`config.mk`:
```
export PLATFORM = sky130hd
export DESIGN_NAME = opc_exc_classifier
export DESIGN_NICKNAME = d
export VERILOG_FILES = /design/src/rtl/opc_exc_pkg.sv /design/src/rtl/opc_line_detect.sv /design/src/rtl/opc_trap_detect.sv /design/src/rtl/opc_priv_detect.sv /design/src/rtl/opc_vec_select.sv /design/src/rtl/opc_exc_classifier.sv
export SDC_FILE = /design/constraint.sdc
export NUM_CORES = 1
export LEC_CHECK = 0
export BUFFER_PORTS_ARGS = -buffer_cell sky130_fd_sc_hd__buf_4
export CAP_MARGIN = 0
export CORE_AREA = 2 2 39 41
export CTS_BUF_LIST = sky130_fd_sc_hd__clkbuf_4
export DETAILED_ROUTE_END_ITERATION = 16
export DIE_AREA = 0 0 41 43
export HOLD_SLACK_MARGIN = 0.1
export PLACE_DENSITY = 0.62
export SLEW_MARGIN = 20
export SYNTH_ARGS = -nofsm -noshare
export SYNTH_HDL_FRONTEND = slang
export SYNTH_SLANG_ARGS = --single-unit
```
`constraint.sdc`:
```
create_clock -name clk -period 0.8 [get_ports clk]
set_input_delay 0 -clock clk [delete_from_list [all_inputs] [get_ports clk]]
set_output_delay 0 -clock clk [all_outputs]
set_load 0.02 [all_outputs]
```
`src/rtl/opc_exc_pkg.sv`:
```
package opc_exc_pkg;
   localparam int OPC_W = 16;

   typedef enum logic [2:0] {
      CLS_NONE    = 3'd0,
      CLS_LINE_A  = 3'd1,
      CLS_LINE_F  = 3'd2,
      CLS_TRAPPAT = 3'd3,
      CLS_PRIV    = 3'd4
   } exc_cls_e;
endpackage

```
`src/rtl/opc_line_detect.sv`:
```
module opc_line_detect
   import opc_exc_pkg::*;
#(
   parameter int          NIB_W    = 4,
   parameter logic [3:0]  LINE_A_N = 4'b1010,
   parameter logic [3:0]  LINE_F_N = 4'b1111
) (
   input  logic [OPC_W-1:0] opcode,
   output logic             hit_a,
   output logic             hit_f
);
   localparam int TOP = OPC_W - 1;
   localparam int LOW = OPC_W - NIB_W;

   if (NIB_W != 4) begin : g_bad_nib
      $error("opc_line_detect: NIB_W must be 4");
   end
   if (LINE_A_N == LINE_F_N) begin : g_same_line
      $error("opc_line_detect: the two emulation lines must differ");
   end

   always_comb begin
      hit_a = (opcode[TOP:LOW] == LINE_A_N);
      hit_f = (opcode[TOP:LOW] == LINE_F_N);
   end
endmodule

```
`src/rtl/opc_trap_detect.sv`:
```
module opc_trap_detect
   import opc_exc_pkg::*;
#(
   parameter logic [15:0] TRAP_BASE = 16'h4AFA,
   parameter int          TRAP_CNT  = 3
) (
   input  logic [OPC_W-1:0] opcode,
   output logic             hit
);
   if (TRAP_CNT < 1 || TRAP_CNT > 16) begin : g_bad_cnt
      $error("opc_trap_detect: TRAP_CNT out of range");
   end

   logic [TRAP_CNT-1:0] each;

   for (genvar i = 0; i < TRAP_CNT; i++) begin : g_pat
      localparam logic [15:0] PAT = TRAP_BASE + 16'(i);
      assign each[i] = (opcode == PAT);
   end

   assign hit = |each;
endmodule

```
`src/rtl/opc_priv_detect.sv`:
```
module opc_priv_detect
   import opc_exc_pkg::*;
(
   input  logic [OPC_W-1:0] opcode,
   output logic             hit
);
   localparam int NPAT = 10;

   // match value / care mask pairs for privileged words
   localparam logic [15:0] P_VAL [NPAT] = '{
      16'h007C, 16'h027C, 16'h0A7C,
      16'h40C0, 16'h46C0, 16'h4E60,
      16'h4E70, 16'h4E72, 16'h4E73,
      16'h4E7A
   };
   localparam logic [15:0] P_MSK [NPAT] = '{
      16'hFFFF, 16'hFFFF, 16'hFFFF,
      16'hFFC0, 16'hFFC0, 16'hFFF0,
      16'hFFFF, 16'hFFFF, 16'hFFFF,
      16'hFFFE
   };

   logic [NPAT-1:0] each;
   logic            as_move;

   for (genvar i = 0; i < NPAT; i++) begin : g_pat
      assign each[i] = ((opcode & P_MSK[i]) == P_VAL[i]);
   end

   // address-space move: size field 11 is not part of that group
   assign as_move = (opcode[15:8] == 8'h0E) && (opcode[7:6] != 2'b11);

   assign hit = (|each) | as_move;
endmodule

```
`src/rtl/opc_vec_select.sv`:
```
module opc_vec_select
   import opc_exc_pkg::*;
#(
   parameter int                VEC_W     = 8,
   parameter logic [VEC_W-1:0]  VEC_TRAP  = 8'd4,
   parameter logic [VEC_W-1:0]  VEC_PRIV  = 8'd8,
   parameter logic [VEC_W-1:0]  VEC_LINEA = 8'd10,
   parameter logic [VEC_W-1:0]  VEC_LINEF = 8'd11
) (
   input  logic             qual,
   input  logic             supervisor,
   input  logic             line_a,
   input  logic             line_f,
   input  logic             trap,
   input  logic             priv,
   output exc_cls_e         cls,
   output logic             valid,
   output logic [VEC_W-1:0] vector
);
   always_comb begin
      cls = CLS_NONE;
      if (qual) begin
         if (line_a)                 cls = CLS_LINE_A;
         else if (line_f)            cls = CLS_LINE_F;
         else if (trap)              cls = CLS_TRAPPAT;
         else if (priv && !supervisor) cls = CLS_PRIV;
      end
   end

   always_comb begin
      unique case (cls)
         CLS_LINE_A:  vector = VEC_LINEA;
         CLS_LINE_F:  vector = VEC_LINEF;
         CLS_TRAPPAT: vector = VEC_TRAP;
         CLS_PRIV:    vector = VEC_PRIV;
         default:     vector = '0;
      endcase
      valid = (cls != CLS_NONE);
   end
endmodule

```
`src/rtl/opc_exc_classifier.sv`:
```
module opc_exc_classifier
   import opc_exc_pkg::*;
#(
   parameter int               VEC_W     = 8,
   parameter bit               OUT_REG   = 1'b1,
   parameter logic [VEC_W-1:0] VEC_TRAP  = 8'd4,
   parameter logic [VEC_W-1:0] VEC_PRIV  = 8'd8,
   parameter logic [VEC_W-1:0] VEC_LINEA = 8'd10,
   parameter logic [VEC_W-1:0] VEC_LINEF = 8'd11
) (
   input  logic             clk,
   input  logic             rst_n,
   input  logic             decode_valid,
   input  logic [15:0]      opcode,
   input  logic             supervisor,
   output logic             exc_valid,
   output logic [7:0]       exc_vector
);
   if (VEC_W != 8) begin : g_bad_vw
      $error("opc_exc_classifier: VEC_W must be 8");
   end
   if (OPC_W != 16) begin : g_bad_ow
      $error("opc_exc_classifier: OPC_W must be 16");
   end
   if (VEC_TRAP == VEC_PRIV || VEC_TRAP == VEC_LINEA || VEC_TRAP == VEC_LINEF ||
       VEC_PRIV == VEC_LINEA || VEC_PRIV == VEC_LINEF || VEC_LINEA == VEC_LINEF ||
       VEC_TRAP == '0 || VEC_PRIV == '0 || VEC_LINEA == '0 || VEC_LINEF == '0) begin : g_bad_vec
      $error("opc_exc_classifier: vectors must be distinct and nonzero");
   end

   logic             line_a, line_f, trap_hit, priv_hit;
   exc_cls_e         cls;
   logic             nxt_valid;
   logic [VEC_W-1:0] nxt_vector;

   opc_line_detect u_line (
      .opcode (opcode),
      .hit_a  (line_a),
      .hit_f  (line_f)
   );

   opc_trap_detect u_trap (
      .opcode (opcode),
      .hit    (trap_hit)
   );

   opc_priv_detect u_priv (
      .opcode (opcode),
      .hit    (priv_hit)
   );

   opc_vec_select #(
      .VEC_W     (VEC_W),
      .VEC_TRAP  (VEC_TRAP),
      .VEC_PRIV  (VEC_PRIV),
      .VEC_LINEA (VEC_LINEA),
      .VEC_LINEF (VEC_LINEF)
   ) u_sel (
      .qual       (decode_valid),
      .supervisor (supervisor),
      .line_a     (line_a),
      .line_f     (line_f),
      .trap       (trap_hit),
      .priv       (priv_hit),
      .cls        (cls),
      .valid      (nxt_valid),
      .vector     (nxt_vector)
   );

   if (OUT_REG) begin : g_reg
      always_ff @(posedge clk or negedge rst_n) begin
         if (!rst_n) begin
            exc_valid  <= 1'b0;
            exc_vector <= '0;
         end else begin
            exc_valid  <= nxt_valid;
            exc_vector <= nxt_vector;
         end
      end


      qual_gate_chk: assert property (@(posedge clk) disable iff (!rst_n)
         exc_valid |-> $past(decode_valid));


      reg_follow_chk: assert property (@(posedge clk) disable iff (!rst_n)
         nxt_valid |=> exc_valid);
   end else begin : g_comb
      assign exc_valid  = nxt_valid;
      assign exc_vector = nxt_vector;
   end


   trap_vec_chk: assert property (@(posedge clk) disable iff (!rst_n)
      (decode_valid && trap_hit) |-> (nxt_vector == VEC_TRAP));


   line_a_vec_chk: assert property (@(posedge clk) disable iff (!rst_n)
      (decode_valid && line_a) |-> (nxt_vector == VEC_LINEA));


   line_f_vec_chk: assert property (@(posedge clk) disable iff (!rst_n)
      (decode_valid && line_f) |-> (nxt_vector == VEC_LINEF));


   sup_priv_chk: assert property (@(posedge clk) disable iff (!rst_n)
      (supervisor && priv_hit) |-> !nxt_valid);


   one_class_chk: assert property (@(posedge clk) disable iff (!rst_n)
      $onehot0({line_a, line_f, trap_hit, priv_hit}));


   idle_zero_chk: assert property (@(posedge clk) disable iff (!rst_n)
      !nxt_valid |-> (nxt_vector == '0));
endmodule

```
==> out/qor.tcl, run 1 <==
set qor(numCtsBuffers) 3
set qor(synth_cell_type_count) 27
set qor(hold_path_end) {exc_valid}
set qor(route.detailed.wl_per_inst_um) 9.83
set qor(drt_drc_violations_left) 0
set qor(synthesis.instances) 45
set qor(clock_power_share_pct) 38.8
set qor(power.density_cell_area_mw_per_mm2) 1100
set qor(critical_path.slowest_cell) {sky130_fd_sc_hd__or4_4}
set qor(yosys_register_bits) 5
set qor(violations) {negative setup slack}
set qor(critical_path_required_ns) 0.97
set qor(floorplan_die_area_mm2) 0.00176
set qor(hold_violations) 0
set qor(drt-initial-drc-count) 4
set qor(cap_viol_max_count) 0
set qor(swShare_pct) 24.2
set qor(slew_violations) 0
set qor(cts-root-buf) {sky130_fd_sc_hd__clkbuf_4}
set qor(timing.final.setup_violations) 2
set qor(worstPathMaxFanout) 4
set qor(fillerInstances) 156
set qor(leakage_nw) 0.370
set qor(grt_antenna_before_repair) 0
set qor(dp_hpwl_um) 804
set qor(yosysWarnings) 0
set qor(timing.critical_path.from_type) {primary input}
set qor(track_usage_pct) 13.2
set qor(finalWorstSetupSlack_ns) -0.0448
set qor(finalCritPeriodShare_pct) 106
set qor(clkSlewWorstSetupHoldPaths_ns) 0.04
set qor(drt-pass1-iter-count) 2
set qor(netlist_area_pre_place_um2) 394
set qor(hold-path-cell-count) 2
set qor(clock_sink_count) 5
set qor(syn_area_per_cell_um2) 8.76
set qor(outcome) {finished, violations left}
set qor(cp-end-kind) {flip-flop}
set qor(worst-endpoint-arrival_ns) 1.02
set qor(via_count) 451
set qor(grt_pass1_vias) 428
set qor(layout.cells.most_common) {sky130_fd_sc_hd__buf_4}
set qor(intPower_w) 0.000623
set qor(place_inst) 93
set qor(min-delay-path-class) {in2reg}
set qor(placement.io_buffers) 24
set qor(rows) 14
set qor(setup.worst_path.class) {in2reg}
set qor(die_h_um) 43
set qor(htreeDepth) 1
set qor(grt_remaining_overflow) 0
set qor(postCtsSetupBuffers) 0
set qor(startpoint_of_the_lowest_slack_hold_path) {decode_valid}
set qor(ios) 29
set qor(antenna_cells) 0
set qor(switching_power_w) 0.000199
set qor(ir_worst_vdd_mv) 0.340
set qor(placeableCoreArea_mm2) 0.00138
set qor(cts_buffer_depth) 2
set qor(routed_wl_um) 993
set qor(detail_routed_via_count_per_cell) 4.47
set qor(synth-seq-area-share_pct) 31.7
set qor(final-instance-count-excl-fill) 101
set qor(final_cell_mix) {sky130_fd_sc_hd__buf_4, sky130_fd_sc_hd__dfrtp_1}
set qor(drt.antenna.violating_nets) 0
set qor(cts_tree) {done}
set qor(area_delta_synth_final_pct) 88.9
set qor(detailedPlace.worstSlack_ns) -0.320
set qor(fraction_of_final_layout_cells_with_drive_strength_greater_than_1_pct) 51.8
set qor(dieWidth_um) 41
set qor(grt_max_degree) 6
set qor(floorplan.initialDensity_pct) 28.5
set qor(seq_power_share_pct) 31.8
set qor(cts.hold.buffers_added) 4
set qor(relative_contribution_of_combinational_cells_to_total_power_pct) 29.5
set qor(post-route-min-period_ns) 0.845
set qor(cell_by_cell_listing_of_the_critical_path) {buf_8 -> or4_4 -> nor4b_4 -> a211o_1}
set qor(grt_setup_unrepaired) {true}
set qor(utilization_pct) 53.8
set qor(setup_tns_ns) -0.0717
set qor(achievable-frequency_mhz) 1180
set qor(routabilityCongestion) 0.729
set qor(num-nets-final) 106
set qor(critical-path-max-stage-delay_ns) 0.53
set qor(global_route_wire_length_before_repair_um) 1600
logic make-up (layout without fill, tap and decap cells):
group,Yosys count,after routing,share of synthesized area [%]
xor gates and xnor gates,2,2,4.45
DFF,5,5,31.7
other,1,4,0.951
and+or+nand+nor,26,26,44.4
AOI/OAI and AO/OA,6,6,9.84
buffers and inverters,5,42,8.57
sequential cells by signal, summed over array words and instances, names as in the netlist:
register	count
exc_valid	1
exc_vector	4
worst max path at each step:
stage	cells after the start	to	from	slack [ns]
after floorplan	3	exc_valid	opcode[12]	-0.13
after global routing	6	exc_valid	opcode[2]	-0.07
after global placement	4	exc_valid	opcode[12]	-0.31
after detailed placement	4	exc_valid	opcode[12]	-0.32
final	4	exc_valid	opcode[12]	-0.04
after CTS	4	exc_valid	opcode[12]	-0.04
critical path, delay by kind of cell:
| kind | cells | cell delay [ns] |
|---|---|---|
| AOI/OAI and AO/OA | 1 | 0.14 |
| buffers and inverters | 1 | 0.10 |
| and+or+nand+nor | 2 | 0.78 |
through the flow:
step,instance area (um2),hold WS (ns),total power [W]
2_1_floorplan,413,-0.296,0.000355
3_3_place_gp,651,-0.198,0.000483
3_5_place_dp,651,-0.196,0.000485
4_1_cts,732,0.0143,0.000837
5_1_grt,744,0.0265,0.000885
6_report,744,0.0231,0.000822
layout make-up:
cell class / count / area, um2 / share of cell area, %
clock buffer: 4 / 30.0 / 4.03
multi-input combinational: 38 / 267 / 35.8
tap: 16 / 20.0 / 2.69
sequential: 5 / 125 / 16.8
timing repair buffer: 37 / 299 / 40.2
inverter: 1 / 3.75 / 0.504
synthesized netlist by cell type, drive strengths merged:
cell type / n / area [um2]
nor4b: 1 / 23.8
or3b: 1 / 8.76
xnor2: 1 / 8.76
o21a: 1 / 7.51
buf: 4 / 30.0
a22oi: 1 / 7.51
a21oi: 2 / 10.0
nand4: 2 / 12.5
nor4: 1 / 6.26
nor3b: 1 / 7.51
xor2: 1 / 8.76
nor3: 1 / 5.00
and4b: 1 / 11.3
nand3: 3 / 15.0
nand2: 3 / 11.3
nand4b: 1 / 8.76
a211o: 1 / 8.76
nor2: 4 / 15.0
conb: 1 / 3.75
or4: 2 / 18.8
and3: 1 / 6.26
o21ai: 1 / 5.00
inv: 1 / 3.75
nand2b: 2 / 12.5
nor2b: 2 / 12.5
dfrtp: 5 / 125
per-layer routing:
layer / part of all wire, % / track usage [%] / vias up
li1: - / - / 236
met1: 37 / 14.7 / 202
met2: 57 / 21.3 / 13
met3: 6.0 / 3.14 / 0
met4: 0 / 8.00 / 0
met5: 0 / 0 / -
power groups by stage:
stage / logic (W) / registers [W] / clock network (W)
3_3_place_gp: 0.000218 / 0.000265 / 0
2_1_floorplan: 0.0000823 / 0.000272 / 0
4_1_cts: 0.000240 / 0.000261 / 0.000336
3_5_place_dp: 0.000221 / 0.000265 / 0
5_1_grt: 0.000268 / 0.000261 / 0.000357
6_report: 0.000242 / 0.000261 / 0.000319
repair_timing:
item                                    4_1_cts  5_1_grt
cloned                                        0        0
endpoints found under the setup margin        2        2
pin swaps                                     2        1
gates resized for setup                       3        3
hold endpoints to repair                     10        3
Note: power is estimated with default switching activity, not from simulation.
==> run 2: changes to the inputs <==
Settings changed: PLACE_DENSITY 0.62 to 0.64.
==> run 2 against run 1 <==
The run still ends with negative setup slack left. Via count increased by 5.5%. Non-clock buffer count is the same. Wire length is 9.3% higher. Largest power group unchanged. Highest routed layer is now met4.
==> out/qor.tcl, run 2 (synthesized netlist as in run 1, its figures left out) <==
set qor(antenna_cells) 0 ;# unchanged
set qor(route.top_layer_used) {met4} ;# was met3
set qor(critical-path-max-stage-delay_ns) 0.29 ;# was 0.53 ns
set qor(dp_hpwl_um) 790 ;# was 804 um
set qor(timing.final.setup_violations) 1 ;# was 2
set qor(rows) 14 ;# unchanged
set qor(grt_max_degree) 6 ;# unchanged
set qor(seq_power_share_pct) 30.0 ;# was 31.8%
set qor(placement.io_buffers) 24 ;# unchanged
set qor(power.density_cell_area_mw_per_mm2) 1110 ;# was 1100 mW/mm2
set qor(finalCritPeriodShare_pct) 105 ;# was 106%
set qor(floorplan_die_area_mm2) 0.00176 ;# unchanged
set qor(area_delta_synth_final_pct) 99.4 ;# was 88.9%
set qor(htreeDepth) 1 ;# unchanged
set qor(post-route-min-period_ns) 0.840 ;# was 0.845 ns
set qor(num-nets-final) 106 ;# unchanged
set qor(cp-end-kind) {flip-flop} ;# unchanged
set qor(met2_length_um) 610 ;# was 569 um
set qor(min-delay-path-class) {in2reg} ;# unchanged
set qor(global_route_wire_length_before_repair_um) 1750 ;# was 1600 um
set qor(registers.top_by_ff_count) {exc_vector} ;# unchanged
set qor(hold_violations) 0 ;# unchanged
set qor(m1WireLength_um) 386 ;# was 363 um
set qor(final_cell_mix) {sky130_fd_sc_hd__buf_4, sky130_fd_sc_hd__dfrtp_1, sky130_fd_sc_hd__buf_6} ;# was sky130_fd_sc_hd__buf_4, sky130_fd_sc_hd__dfrtp_1
set qor(detailedPlace.worstSlack_ns) -0.286 ;# was -0.320 ns
set qor(achievable-frequency_mhz) 1190 ;# was 1180 MHz
set qor(switching_power_w) 0.000229 ;# was 0.000199 W
set qor(regArea_um2) 125 ;# unchanged
set qor(setup.worst_path.class) {in2reg} ;# unchanged
set qor(floorplan.initialDensity_pct) 28.5 ;# unchanged
set qor(drt.antenna.violating_nets) 0 ;# unchanged
set qor(fillerInstances) 129 ;# was 156
set qor(ir_worst_vdd_mv) 0.437 ;# was 0.340 mV
set qor(drt-pass1-iter-count) 5 ;# was 2
set qor(leakage_nw) 0.386 ;# was 0.370 nW
set qor(track_usage_pct) 14.7 ;# was 13.2%
set qor(relative_contribution_of_combinational_cells_to_total_power_pct) 30.9 ;# was 29.5%
set qor(drt-initial-drc-count) 7 ;# was 4
set qor(violations) {negative setup slack} ;# unchanged
set qor(largest_register_ffs) 4 ;# unchanged
set qor(worstPathMaxFanout) 3 ;# was 4
set qor(cell_by_cell_listing_of_the_critical_path) {buf_4 -> nor2b_1 -> and3_4 -> a22oi_2 -> o21ai_2 -> a211o_1} ;# was buf_8 -> or4_4 -> nor4b_4 -> a211o_1
set qor(routabilityCongestion) 0.727 ;# was 0.729
set qor(worst-endpoint-arrival_ns) 0.96 ;# was 1.02 ns
set qor(area_of_the_multi_input_gates_um2) 293 ;# was 267 um2
set qor(critical_path_required_ns) 0.93 ;# was 0.97 ns
set qor(dieWidth_um) 41 ;# unchanged
set qor(clock_power_share_pct) 39.1 ;# was 38.8%
set qor(grt_remaining_overflow) 0 ;# unchanged
set qor(cts_buffer_depth) 2 ;# unchanged
set qor(finalWorstSetupSlack_ns) -0.0396 ;# was -0.0448 ns
set qor(critical_path.slowest_cell) {sky130_fd_sc_hd__a211o_1} ;# was sky130_fd_sc_hd__or4_4
set qor(cts_tree) {done} ;# unchanged
set qor(clkSlewWorstSetupHoldPaths_ns) 0.04 ;# about the same
set qor(setup_tns_ns) -0.0396 ;# was -0.0717 ns
set qor(worst_path_dominant_cell_family) {compound AO/OA/AOI/OAI gates} ;# was simple AND/OR/NAND/NOR gates
set qor(drt_drc_violations_left) 0 ;# unchanged
set qor(detail_routed_via_count_per_cell) 4.71 ;# was 4.47
set qor(slew_violations) 0 ;# unchanged
set qor(fraction_of_final_layout_cells_with_drive_strength_greater_than_1_pct) 55.3 ;# was 51.8%
set qor(route.detailed.wl_per_inst_um) 10.7 ;# was 9.83 um
set qor(routed_wl_um) 1090 ;# was 993 um
set qor(biggestRegsByFlops) {exc_vector (4), exc_valid (1)} ;# unchanged
set qor(ios) 29 ;# unchanged
set qor(cts-root-buf) {sky130_fd_sc_hd__clkbuf_4} ;# unchanged
set qor(grt_antenna_before_repair) 0 ;# unchanged
set qor(die_h_um) 43 ;# unchanged
set qor(placeableCoreArea_mm2) 0.00138 ;# unchanged
set qor(layout.cells.most_common) {sky130_fd_sc_hd__buf_4} ;# unchanged
set qor(grt_pass1_vias) 441 ;# was 428
set qor(grt_setup_unrepaired) {true} ;# unchanged
set qor(clock_sink_count) 5 ;# unchanged
set qor(cap_viol_max_count) 0 ;# unchanged
set qor(outcome) {finished, violations left} ;# unchanged
set qor(via_count) 476 ;# was 451
set qor(numCtsBuffers) 3 ;# unchanged
set qor(swShare_pct) 26.4 ;# was 24.2%
set qor(timing.critical_path.from_type) {primary input} ;# unchanged
set qor(intPower_w) 0.000639 ;# was 0.000623 W
set qor(detailroute.wirelength.met3_um) 69 ;# was 60 um
set qor(path_buf_inv) 1 ;# unchanged
[run 2: area by class of cell]
| cell class | instances | area share, % |
|---|---|---|
| Tap cell | 16 | 2.55 |
| Clock buffer | 4 | 3.82 |
| Sequential cell | 5 | 15.9 |
| Multi-Input combinational cell | 38 | 37.3 |
| Inverter | 1 | 0.478 |
| Timing Repair Buffer | 37 | 40.0 |
[run 2: routing by layer]
metal  global-route usage [%]  vias up
li1                         -      236
met4                     10.0        0
met2                     23.4       17
met1                     17.1      221
met5                        0        -
met3                     1.57        2
[run 2: per-stage QoR]
stage / total power [W] / hold slack [ns] / cells / instance area, um2 / utilization [%]
floorplan: 0.000355 / -0.296 / 48 / 413 / -
global placement: 0.000480 / -0.199 / 92 / 643 / 46.5
detailed placement: 0.000483 / -0.196 / 92 / 643 / 46.5
CTS: 0.000861 / 0.0317 / 102 / 778 / 56.2
global route: 0.000902 / 0.0458 / 101 / 786 / 56.8
finish: 0.000868 / 0.0392 / 101 / 786 / 56.8
[run 2: final timing paths]
| check | startpoint | end | slack, ns | cells after the start |
|---|---|---|---|---|
| max | opcode[6] | exc_valid | -0.04 | 6 |
| max in group asynchronous | rst_n | exc_vector[2] | 0.05 | 3 |
| min in group asynchronous | rst_n | exc_vector[1] | 0.64 | 3 |
| min | opcode[12] | exc_vector[2] | 0.04 | 3 |
[run 2: power groups by stage]
stage / combinational (W) / sequential (W) / clock, W
after floorplan: 0.0000823 / 0.000272 / 0
after global placement: 0.000215 / 0.000264 / 0
after detailed placement: 0.000218 / 0.000265 / 0
after CTS: 0.000261 / 0.000261 / 0.000339
after global routing: 0.000294 / 0.000261 / 0.000347
final: 0.000268 / 0.000261 / 0.000339
[run 2: repair_timing]
item,4_1_cts,5_1_grt
gates resized for setup,10,4
pin swaps,8,2
setup buffers,1,0
hold buffers,5,1
endpoints found under the hold margin,10,3
setup endpoints to repair,2,5
==> run 3: changes to the inputs <==
--- a/config.mk
+++ b/config.mk
@@ -15,2 +15,3 @@
 export PLACE_DENSITY = 0.64
+export SETUP_SLACK_MARGIN = 0.1
 export SLEW_MARGIN = 20
--- a/constraint.sdc
+++ b/constraint.sdc
@@ -3,2 +3,2 @@
 set_output_delay 0 -clock clk [all_outputs]
-set_load 0.02 [all_outputs]
+set_load 0.1 [all_outputs]
==> run 3 against run 2 <==
The run still ends with negative setup slack left. Global-route usage is 0.82 points lower. First-iteration DRC count shrank 57%. Cell count is the same. Highest routed layer is now met3.
==> out/qor.tcl, run 3 (synthesized netlist as in run 1, its figures left out) <==
set qor(outcome) {finished, violations left} ;# unchanged
set qor(violations) {negative setup slack} ;# unchanged
set qor(htreeDepth) 1 ;# unchanged
set qor(clock_sink_count) 5 ;# unchanged
set qor(layout.cells.most_common) {sky130_fd_sc_hd__buf_4} ;# unchanged
set qor(drt_drc_violations_left) 0 ;# unchanged
set qor(setup.worst_path.class) {in2reg} ;# unchanged
set qor(routed_wl_um) 1010 ;# was 1090 um
set qor(dp_hpwl_um) 821 ;# was 790 um
set qor(floorplan_die_area_mm2) 0.00176 ;# unchanged
set qor(ir_worst_vdd_mv) 0.548 ;# was 0.437 mV
set qor(hold-path-cell-count) 2 ;# was 3
set qor(via_count) 462 ;# was 476
set qor(timing.critical_path.from_type) {primary input} ;# unchanged
set qor(area_post_placement_um2) 656 ;# was 643 um2
set qor(finalCritPeriodShare_pct) 108 ;# was 105%
set qor(die_h_um) 43 ;# unchanged
set qor(hold_violations) 0 ;# unchanged
set qor(cts-root-buf) {sky130_fd_sc_hd__clkbuf_4} ;# unchanged
set qor(grt_use_met3_pct) 3.66 ;# was 1.57%
set qor(registers.top_by_ff_count) {exc_vector} ;# unchanged
set qor(worstPathMaxFanout) 2 ;# was 3
set qor(setup_tns_ns) -0.106 ;# was -0.0396 ns
set qor(dieWidth_um) 41 ;# unchanged
set qor(grt_max_degree) 6 ;# unchanged
set qor(post-route-cell-area_um2) 853 ;# was 786 um2
set qor(placeableCoreArea_mm2) 0.00138 ;# unchanged
set qor(post-route-min-period_ns) 0.864 ;# was 0.840 ns
set qor(min-delay-path-class) {in2reg} ;# unchanged
set qor(grt_setup_unrepaired) {true} ;# unchanged
set qor(grt_pass1_vias) 450 ;# was 441
set qor(slew_violations) 0 ;# unchanged
set qor(achievable-frequency_mhz) 1160 ;# was 1190 MHz
set qor(drt-pass1-iter-count) 2 ;# was 5
set qor(final_cell_mix) {sky130_fd_sc_hd__buf_4, sky130_fd_sc_hd__buf_6, sky130_fd_sc_hd__buf_12} ;# was sky130_fd_sc_hd__buf_4, sky130_fd_sc_hd__dfrtp_1, sky130_fd_sc_hd__buf_6
set qor(clkSlewWorstSetupHoldPaths_ns) 0.04 ;# about the same
set qor(antenna_cells) 0 ;# unchanged
set qor(startpoint_of_the_lowest_slack_hold_path) {decode_valid} ;# was opcode[12]
set qor(cp-end-kind) {flip-flop} ;# unchanged
set qor(routabilityCongestion) 0.720 ;# was 0.727
set qor(area_delta_synth_final_pct) 117 ;# was 99.4%
set qor(num-nets-final) 106 ;# unchanged
set qor(numCtsBuffers) 3 ;# unchanged
set qor(drt-initial-drc-count) 3 ;# was 7
set qor(cap_viol_max_count) 0 ;# unchanged
set qor(global_route_wire_length_before_repair_um) 1730 ;# was 1750 um
set qor(final-instance-count-excl-fill) 101 ;# unchanged
set qor(grt-busiest-layer) {met2} ;# unchanged
set qor(hold_path_end) {exc_valid} ;# was exc_vector[2]
set qor(cts_tree) {done} ;# unchanged
set qor(finalWorstSetupSlack_ns) -0.0640 ;# was -0.0396 ns
set qor(track_usage_pct) 13.9 ;# was 14.7%
set qor(critical_path_required_ns) 0.91 ;# was 0.93 ns
set qor(cts.hold.buffers_added) 2 ;# was 5
set qor(worst-endpoint-arrival_ns) 0.97 ;# was 0.96 ns
set qor(use_met2_pct) 24.1 ;# was 23.4%
set qor(largest_register_ffs) 4 ;# unchanged
set qor(floorplan.initialDensity_pct) 28.5 ;# unchanged
set qor(ios) 29 ;# unchanged
set qor(detail_routed_via_count_per_cell) 4.57 ;# was 4.71
set qor(grt_antenna_before_repair) 0 ;# unchanged
set qor(cts_buffer_depth) 2 ;# unchanged
set qor(biggestRegsByFlops) {exc_vector (4), exc_valid (1)} ;# unchanged
set qor(power.density_cell_area_mw_per_mm2) 1130 ;# was 1110 mW/mm2
set qor(grt_remaining_overflow) 0 ;# unchanged
set qor(placement.io_buffers) 24 ;# unchanged
set qor(place_inst) 93 ;# was 92
set qor(rows) 14 ;# unchanged
set qor(groute.layer.met1.usage_pct) 15.4 ;# was 17.1%
set qor(detailedPlace.worstSlack_ns) -0.310 ;# was -0.286 ns
set qor(route.detailed.wl_per_inst_um) 10.0 ;# was 10.7 um
set qor(timing.final.setup_violations) 6 ;# was 1
set qor(drt.antenna.violating_nets) 0 ;# unchanged
set qor(leakage_nw) 0.399 ;# was 0.386 nW
set qor(whs_ns) 0.0291 ;# was 0.0392 ns
set qor(fraction_of_final_layout_cells_with_drive_strength_greater_than_1_pct) 62.4 ;# was 55.3%
-- run 3: cell count changes in the layout (fill, tap and decap cells not counted), sizes merged --
cell	delta
dlygate4sd3	-2
buf	+2
-- run 3: layout make-up --
cell class                      count  area (um2)
Timing Repair Buffer               37         383
Multi-Input combinational cell     38         287
Tap cell                           16        20.0
Sequential cell                     5         130
Fill cell                         129         531
Clock buffer                        4        30.0
Inverter                            1        3.75
-- run 3: critical path, stage by stage --
cell,delay [ns]
sky130_fd_sc_hd__buf_8,0.09
sky130_fd_sc_hd__nor2b_4,0.11
sky130_fd_sc_hd__or3b_1,0.34
sky130_fd_sc_hd__nand4_1,0.13
sky130_fd_sc_hd__a21oi_2,0.07
sky130_fd_sc_hd__a211o_1,0.22
-- run 3: through the flow --
step                power, W  utilization, %
global route         0.00102            61.7
floorplan           0.000456               -
CTS                 0.000953            57.9
detailed placement  0.000588            47.4
finish              0.000962            61.7
global placement    0.000585            47.4
-- run 3: worst max-delay path by stage --
stage / start / endpoint / slack [ns] / cells past startpoint
detailed placement: opcode[9] / exc_vector[3] / -0.31 / 5
global route: opcode[12] / exc_valid / -0.08 / 4
finish: opcode[1] / exc_valid / -0.06 / 6
floorplan: opcode[12] / exc_valid / -0.13 / 3
CTS: opcode[1] / exc_valid / -0.04 / 6
global placement: opcode[12] / exc_valid / -0.30 / 4
-- run 3: report_power, final --
group	internal (W)	total [W]	switching (W)	leakage [nW]
logic	0.000175	0.000385	0.000209	0.318
registers	0.000260	0.000265	0.00000482	0.0625
clock network	0.000222	0.000313	0.0000910	0.0184
-- run 3: timing repair --
action,4_1_cts,5_1_grt
endpoints found under the hold margin,10,3
resized for setup,19,13
setup endpoints to repair,8,9
pin swaps,4,6
setup buffers,2,0
-- run 3: per-layer routing --
metal	vias to the layer above	routed length, um
met5	-	0
met4	0	0
met3	0	64
met2	16	561
met1	210	387
li1	236	-
